--- src/rtl/qpc_pkg.sv ---
package qpc_pkg;

  typedef enum logic [1:0] {
    STEP_NONE = 2'd0,
    STEP_UP   = 2'd1,
    STEP_DOWN = 2'd2,
    STEP_BAD  = 2'd3
  } qpc_step_e;

  // Gray phase state to its position in the forward cycle 00,01,11,10
  function automatic logic [1:0] phase_to_idx(input logic [1:0] ph);
    return {ph[1], ph[1] ^ ph[0]};
  endfunction

endpackage

--- src/rtl/qpc_sync.sv ---
module qpc_sync #(
  parameter int WIDTH  = 2,
  parameter int STAGES = 2
) (
  input  logic             clk_i,
  input  logic             rst_ni,
  input  logic [WIDTH-1:0] d_i,
  output logic [WIDTH-1:0] q_o
);

  logic [WIDTH-1:0] stage_q [STAGES];

  for (genvar s = 0; s < STAGES; s++) begin : g_stage
    logic [WIDTH-1:0] stage_d;
    if (s == 0) begin : g_first
      assign stage_d = d_i;
    end else begin : g_next
      assign stage_d = stage_q[s-1];
    end
    always_ff @(posedge clk_i or negedge rst_ni) begin
      if (!rst_ni) stage_q[s] <= '0;
      else         stage_q[s] <= stage_d;
    end
  end

  assign q_o = stage_q[STAGES-1];

endmodule

--- src/rtl/qpc_decoder.sv ---
module qpc_decoder
  import qpc_pkg::*;
(
  input  logic      clk_i,
  input  logic      rst_ni,
  input  logic [1:0] phase_i,
  output qpc_step_e step_o
);

  logic [1:0] ref_q;
  logic [1:0] delta;

  always_comb begin
    delta = phase_to_idx(phase_i) - phase_to_idx(ref_q);
    unique case (delta)
      2'd1:    step_o = STEP_UP;
      2'd3:    step_o = STEP_DOWN;
      2'd2:    step_o = STEP_BAD;
      default: step_o = STEP_NONE;
    endcase
  end

  // Reference always follows the observed state, even for rejected steps
  always_ff @(posedge clk_i or negedge rst_ni) begin
    if (!rst_ni) ref_q <= 2'b00;
    else         ref_q <= phase_i;
  end

endmodule

--- src/rtl/qpc_updown.sv ---
module qpc_updown #(
  parameter int WIDTH = 16
) (
  input  logic             clk_i,
  input  logic             rst_ni,
  input  logic             cnt_en_i,
  input  logic             up_i,
  output logic [WIDTH-1:0] cnt_q_o,
  output logic [WIDTH-1:0] cnt_d_o,
  output logic             wrap_o
);

  localparam logic [WIDTH-1:0] ONE = WIDTH'(1);

  logic [WIDTH-1:0] cnt_q;
  logic [WIDTH-1:0] cnt_d;

  always_comb begin
    cnt_d  = cnt_q;
    wrap_o = 1'b0;
    if (cnt_en_i) begin
      if (up_i) begin
        cnt_d  = cnt_q + ONE;
        wrap_o = (cnt_q == '1);
      end else begin
        cnt_d  = cnt_q - ONE;
        wrap_o = (cnt_q == '0);
      end
    end
  end

  always_ff @(posedge clk_i or negedge rst_ni) begin
    if (!rst_ni)       cnt_q <= '0;
    else if (cnt_en_i) cnt_q <= cnt_d;
  end

  assign cnt_q_o = cnt_q;
  assign cnt_d_o = cnt_d;

endmodule

--- src/rtl/quad_pos_counter.sv ---
module quad_pos_counter
  import qpc_pkg::*;
#(
  parameter int LO_W        = 16,
  parameter int HI_W        = 16,
  parameter int SYNC_STAGES = 2
) (
  input  logic                 clk_i,
  input  logic                 rst_ni,
  input  logic                 phase_a_i,
  input  logic                 phase_b_i,
  input  logic                 enable_i,
  input  logic                 snap_req_i,
  output logic [LO_W+HI_W-1:0] snap_pos_o,
  output logic                 snap_valid_o,
  output logic                 dir_o,
  output logic                 wrap_o,
  output logic                 quad_err_o
);

  localparam int POS_W = LO_W + HI_W;

  logic [1:0]      phase_s;
  qpc_step_e       step;
  logic            step_en;
  logic            step_up;
  logic [LO_W-1:0] lo_q, lo_d;
  logic [HI_W-1:0] hi_q, hi_d;
  logic            lo_wrap;
  logic            hi_wrap_unused;

  qpc_sync #(.WIDTH(2), .STAGES(SYNC_STAGES)) u_sync (
    .clk_i  (clk_i),
    .rst_ni (rst_ni),
    .d_i    ({phase_a_i, phase_b_i}),
    .q_o    (phase_s)
  );

  qpc_decoder u_dec (
    .clk_i   (clk_i),
    .rst_ni  (rst_ni),
    .phase_i (phase_s),
    .step_o  (step)
  );

  assign step_up = (step == STEP_UP);
  assign step_en = enable_i && (step == STEP_UP || step == STEP_DOWN);

  qpc_updown #(.WIDTH(LO_W)) u_lo (
    .clk_i    (clk_i),
    .rst_ni   (rst_ni),
    .cnt_en_i (step_en),
    .up_i     (step_up),
    .cnt_q_o  (lo_q),
    .cnt_d_o  (lo_d),
    .wrap_o   (lo_wrap)
  );

  // High word strobed only by low-word rollover, steered by step direction
  qpc_updown #(.WIDTH(HI_W)) u_hi (
    .clk_i    (clk_i),
    .rst_ni   (rst_ni),
    .cnt_en_i (lo_wrap),
    .up_i     (step_up),
    .cnt_q_o  (hi_q),
    .cnt_d_o  (hi_d),
    .wrap_o   (hi_wrap_unused)
  );

  // Output and capture registers: next-state logic
  logic [POS_W-1:0] snap_q, snap_d;
  logic             valid_q, dir_q, dir_d, wrap_q, err_q;

  always_comb begin
    snap_d = snap_q;
    if (snap_req_i) snap_d = {hi_d, lo_d};
    dir_d = dir_q;
    if (step_en) dir_d = step_up;
  end

  always_ff @(posedge clk_i or negedge rst_ni) begin
    if (!rst_ni) begin
      snap_q  <= '0;
      valid_q <= 1'b0;
      dir_q   <= 1'b0;
      wrap_q  <= 1'b0;
      err_q   <= 1'b0;
    end else begin
      snap_q  <= snap_d;
      valid_q <= snap_req_i;
      dir_q   <= dir_d;
      wrap_q  <= lo_wrap;
      err_q   <= (step == STEP_BAD);
    end
  end

  assign snap_pos_o   = snap_q;
  assign snap_valid_o = valid_q;
  assign dir_o        = dir_q;
  assign wrap_o       = wrap_q;
  assign quad_err_o   = err_q;

endmodule

--- config.mk ---
export PLATFORM = sky130hd
export DESIGN_NAME = quad_pos_counter
export DESIGN_NICKNAME = d
export VERILOG_FILES = /design/src/rtl/qpc_pkg.sv /design/src/rtl/qpc_sync.sv /design/src/rtl/qpc_decoder.sv /design/src/rtl/qpc_updown.sv /design/src/rtl/quad_pos_counter.sv
export SDC_FILE = /design/constraint.sdc
export NUM_CORES = 1
export LEC_CHECK = 0
export CORE_MARGIN = 2
export CORE_UTILIZATION = 52
export CTS_BUF_LIST = sky130_fd_sc_hd__clkbuf_16
export CTS_CLUSTER_DIAMETER = 200
export DETAILED_ROUTE_END_ITERATION = 7
export PLACE_DENSITY = 0.76
export SLEW_MARGIN = 40
export SYNTH_ARGS = -nofsm -noshare
export SYNTH_HDL_FRONTEND = slang
export SYNTH_SLANG_ARGS = --single-unit
--- constraint.sdc ---
create_clock -name clk_i -period 3.3 [get_ports clk_i]
set_clock_uncertainty 0.2 [all_clocks]
set_input_delay 0.66 -clock clk_i [delete_from_list [all_inputs] [get_ports clk_i]]
set_output_delay 0.66 -clock clk_i [all_outputs]
set_load 0.1 [all_outputs]
==> qor.json <==
{
  "run_status": {"value": "finished with violations"},
  "failed_checks": {"value": "negative setup slack"},
  "drt-wirelength-per-cell": {"value": 15.96, "unit": "um"},
  "critPathMaxFanout": {"value": 14},
  "placedCellCount": {"value": 592},
  "cts.clk_slew.worst_paths": {"value": 0.06, "unit": "ns"},
  "synth_async_sr_flop_share": {"value": 100.0, "unit": "%"},
  "maxCapViolCount": {"value": 0},
  "antenna_violations_before_repair": {"value": 0},
  "yosys_warnings": {"value": 0},
  "cts.sink_count": {"value": 74},
  "critical_path_arrival": {"value": 3.54, "unit": "ns"},
  "critical_path.startpoint_type": {"value": "flip-flop"},
  "synth_top_area_share": {"value": 44.73, "unit": "%"},
  "die_y_extent": {"value": 93.23, "unit": "um"},
  "dieArea": {"value": 8692, "unit": "sq um"},
  "post_route_cells_drive_above_1_share": {"value": 37.79, "unit": "%"},
  "finalInstanceArea": {"value": 5764, "unit": "sq um"},
  "post_dp_cell_area": {"value": 5110, "unit": "sq um"},
  "post-route-drc-count": {"value": 0},
  "gr-total-overflow": {"value": 0},
  "synth_seq_cells": {"value": 74},
  "timing.final.setup_violations": {"value": 20},
  "violation_count_after_the_first_detailed_route_iteration": {"value": 181},
  "routed_wirelength": {"value": 9864, "unit": "um"},
  "vias_after_detailed_routing": {"value": 3406},
  "report.final.slew_viol_count": {"value": 0},
  "antenna_cells_inserted": {"value": 0},
  "seq_area": {"value": 1852, "unit": "sq um"},
  "ys_dominant_reg_cell": {"value": "dfrtp_1"},
  "syn_area": {"value": 4140, "unit": "sq um"},
  "dp_slack": {"value": -0.3730, "unit": "ns"},
  "fin_hold_ws": {"value": 0.1349, "unit": "ns"},
  "worstHoldPathType": {"value": "in -> async"},
  "grt_pass1_wl": {"value": 16180, "unit": "um"},
  "synth-edff-count": {"value": 0},
  "postSynthCellCount": {"value": 404},
  "global_route_usage_over_all_layers": {"value": 23.82, "unit": "%"},
  "top_level_ports": {"value": 42},
  "core": {"value": 7727, "unit": "sq um"},
  "finish.cell_count_without_fillers": {"value": 618},
  "cts_buffer_depth": {"value": 2},
  "ys_seq_area_share": {"value": 44.73, "unit": "%"},
  "core.rowCount": {"value": 32},
  "drtAntennaViolNets": {"value": 0},
  "cts_tree": {"value": "built"},
  "synth.net_count": {"value": 445},
  "timing.final.hold_violations": {"value": 0},
  "htree_levels": {"value": 3},
  "cp_data_required_time": {"value": 3.32, "unit": "ns"},
  "cts_hold_repair.buffers": {"value": 0},
  "flow.area_growth_from_synthesis": {"value": 39.23, "unit": "%"},
  "port-buffer-count": {"value": 41},
  "fill_cells": {"value": 520},
  "rsz0062_at_grt": {"value": "true"},
  "post_route_worst_setup_slack": {"value": -0.2198, "unit": "ns"},
  "layout_min_cycle_time": {"value": 3.520, "unit": "ns"},
  "chipWidth": {"value": 93.23, "unit": "um"},
  "max_freq": {"value": 284.1, "unit": "MHz"},
  "setup_cp_type": {"value": "reg -> reg"},
  "synth_area_leaders": {"value": "dfrtp_1, ha_1, mux2_2"},
  "top_cell_type_by_total_area_after_synthesis": {"value": "dfrtp_1"},
  "hpwlAfterDp": {"value": 6611, "unit": "um"},
  "via_per_inst": {"value": 5.511},
  "syn-mean-instance-area": {"value": 10.25, "unit": "sq um"},
  "max-slew-margin-rel": {"value": 55.20, "unit": "%"},
  "synthTopCellsByCount": {"value": "dfrtp_1, nand2_1, nor2_1"},
  "yosys.cell_count.top_type": {"value": "dfrtp_1"},
  "floorplan.initialDensity": {"value": 53.58, "unit": "%"},
  "finalCritPeriodShare": {"value": 106.7, "unit": "%"},
  "clock_root_buffer": {"value": "clkbuf_16"},
  "first_global_vias": {"value": 3385},
  "endpoint_kind": {"value": "flip-flop"},
  "area_of_the_multi_input_gates": {"value": 2556, "unit": "sq um"},
  "drtPass1Iterations": {"value": 4},
  "grt_max_degree": {"value": 75},
  "final_nets": {"value": 552},
  "numCtsBuffers": {"value": 9},
  "timing_worst_slew_pin_value": {"value": 0.6721, "unit": "ns"},
  "clk_latency": {"value": 0.34, "unit": "ns"},
  "gpl.final_weighted_congestion": {"value": 0.8844},
  "netlist-cell-type-count": {"value": 52}
}
## worst paths after layout
kind | startpoint | endpoint | slack (ns) | cells past startpoint
setup / recovery | u_sync.q_o[0]$_DFF_PN0_ | snap_pos_o[12]$_DFFE_PN0P_ | -0.22 | 15
hold / removal | rst_ni | u_sync.q_o[1]$_DFF_PN0_ | 0.13 | 1
setup reg to reg | u_sync.q_o[0]$_DFF_PN0_ | snap_pos_o[12]$_DFFE_PN0P_ | -0.22 | 15
hold reg to reg | u_sync.g_stage[1].stage_d[1]$_DFF_PN0_ | u_sync.q_o[1]$_DFF_PN0_ | 0.15 | 0
max in group asynchronous | rst_ni | snap_pos_o[20]$_DFFE_PN0P_ | 2.30 | 1
min in group clk_i | u_sync.g_stage[1].stage_d[1]$_DFF_PN0_ | u_sync.q_o[1]$_DFF_PN0_ | 0.15 | 0
## layer usage
layer  share of wire (%)  wire length, um  track usage (%)  up-vias
li1                    -                -                -     1663
met1                  46             4503            32.28     1655
met2                  49             4872            37.83       73
met3                 3.2              314            4.754       15
met4                 1.8              174            8.946        0
met5                   0                0                0        -
## cell usage in the layout (no fill, tap or decap), types with 11 or more instances in the layout
| master | netlist | final |
|---|---|---|
| dfrtp_1 | 74 | 74 |
| inv_1 | 9 | 11 |
| nor2_1 | 37 | 34 |
| mux2_2 | 22 | 14 |
| o21ai_1 | 15 | 18 |
| a21o_1 | 11 | 11 |
| ha_1 | 33 | 21 |
| nand2_1 | 40 | 40 |
| buf_4 | 1 | 97 |
| o21ai_0 | 25 | 16 |
| xnor2_1 | 19 | 16 |
## metrics by stage
| stage | utilization [%] | TNS, ns |
|---|---|---|
| 6_report | 74.60 | -2.331 |
| 5_1_grt | 74.60 | -6.614 |
| 4_1_cts | 71.89 | -3.217 |
| 3_5_place_dp | 66.13 | -5.001 |
| 3_3_place_gp | 66.08 | -3.408 |
| 2_1_floorplan | - | -0.1323 |
## logic make-up after synthesis
family,after synthesis,share of synthesized area [%]
compound gates,102,15.84
xor+xnor,31,6.739
fa+ha+maj,35,10.94
buf+inv,22,2.478
flops,74,44.73
mux,23,6.226
simple gates,117,13.06
## cell type report
type / instances / area share, %
flip-flops and latches: 74 / 32.13
repair buffers: 108 / 15.15
well taps: 102 / 2.214
clock buffers: 9 / 3.907
multi-input cells: 308 / 44.35
inverters: 10 / 0.7814
clock inverters: 7 / 1.476
## state kept, by name, indices dropped and copies added, names as in the netlist
name	flops
u_lo.cnt_q_o	16
u_sync.q_o	2
wrap_o	1
u_sync.g_stage.stage_d	2
quad_err_o	1
snap_pos_o	32
u_dec.ref_q	2
snap_valid_o	1
u_hi.cnt_q_o	16
dir_o	1
## critical path, stage by stage (launching register included)
cell      delay, ns
dfrtp_1        0.40
xnor2_2        0.15
ha_2           0.20
xor2_2         0.18
xnor2_2        0.22
nand2b_4       0.11
buf_12         0.18
ha_4           0.26
buf_4          0.14
a21oi_1        0.22
a31oi_2        0.16
nor3_2         0.20
o21bai_1       0.10
xor2_1         0.15
mux2_4         0.27
mux2_4         0.26
## timing repair
item	4_1_cts	5_1_grt
hold endpoints to repair	0	0
setup endpoints to repair	28	40
resized for setup	25	37
pin swaps	4	20
setup buffers	6	4
Power is not shown: default switching activity piles up to over one toggle a cycle in this logic, so the estimate is an artifact.
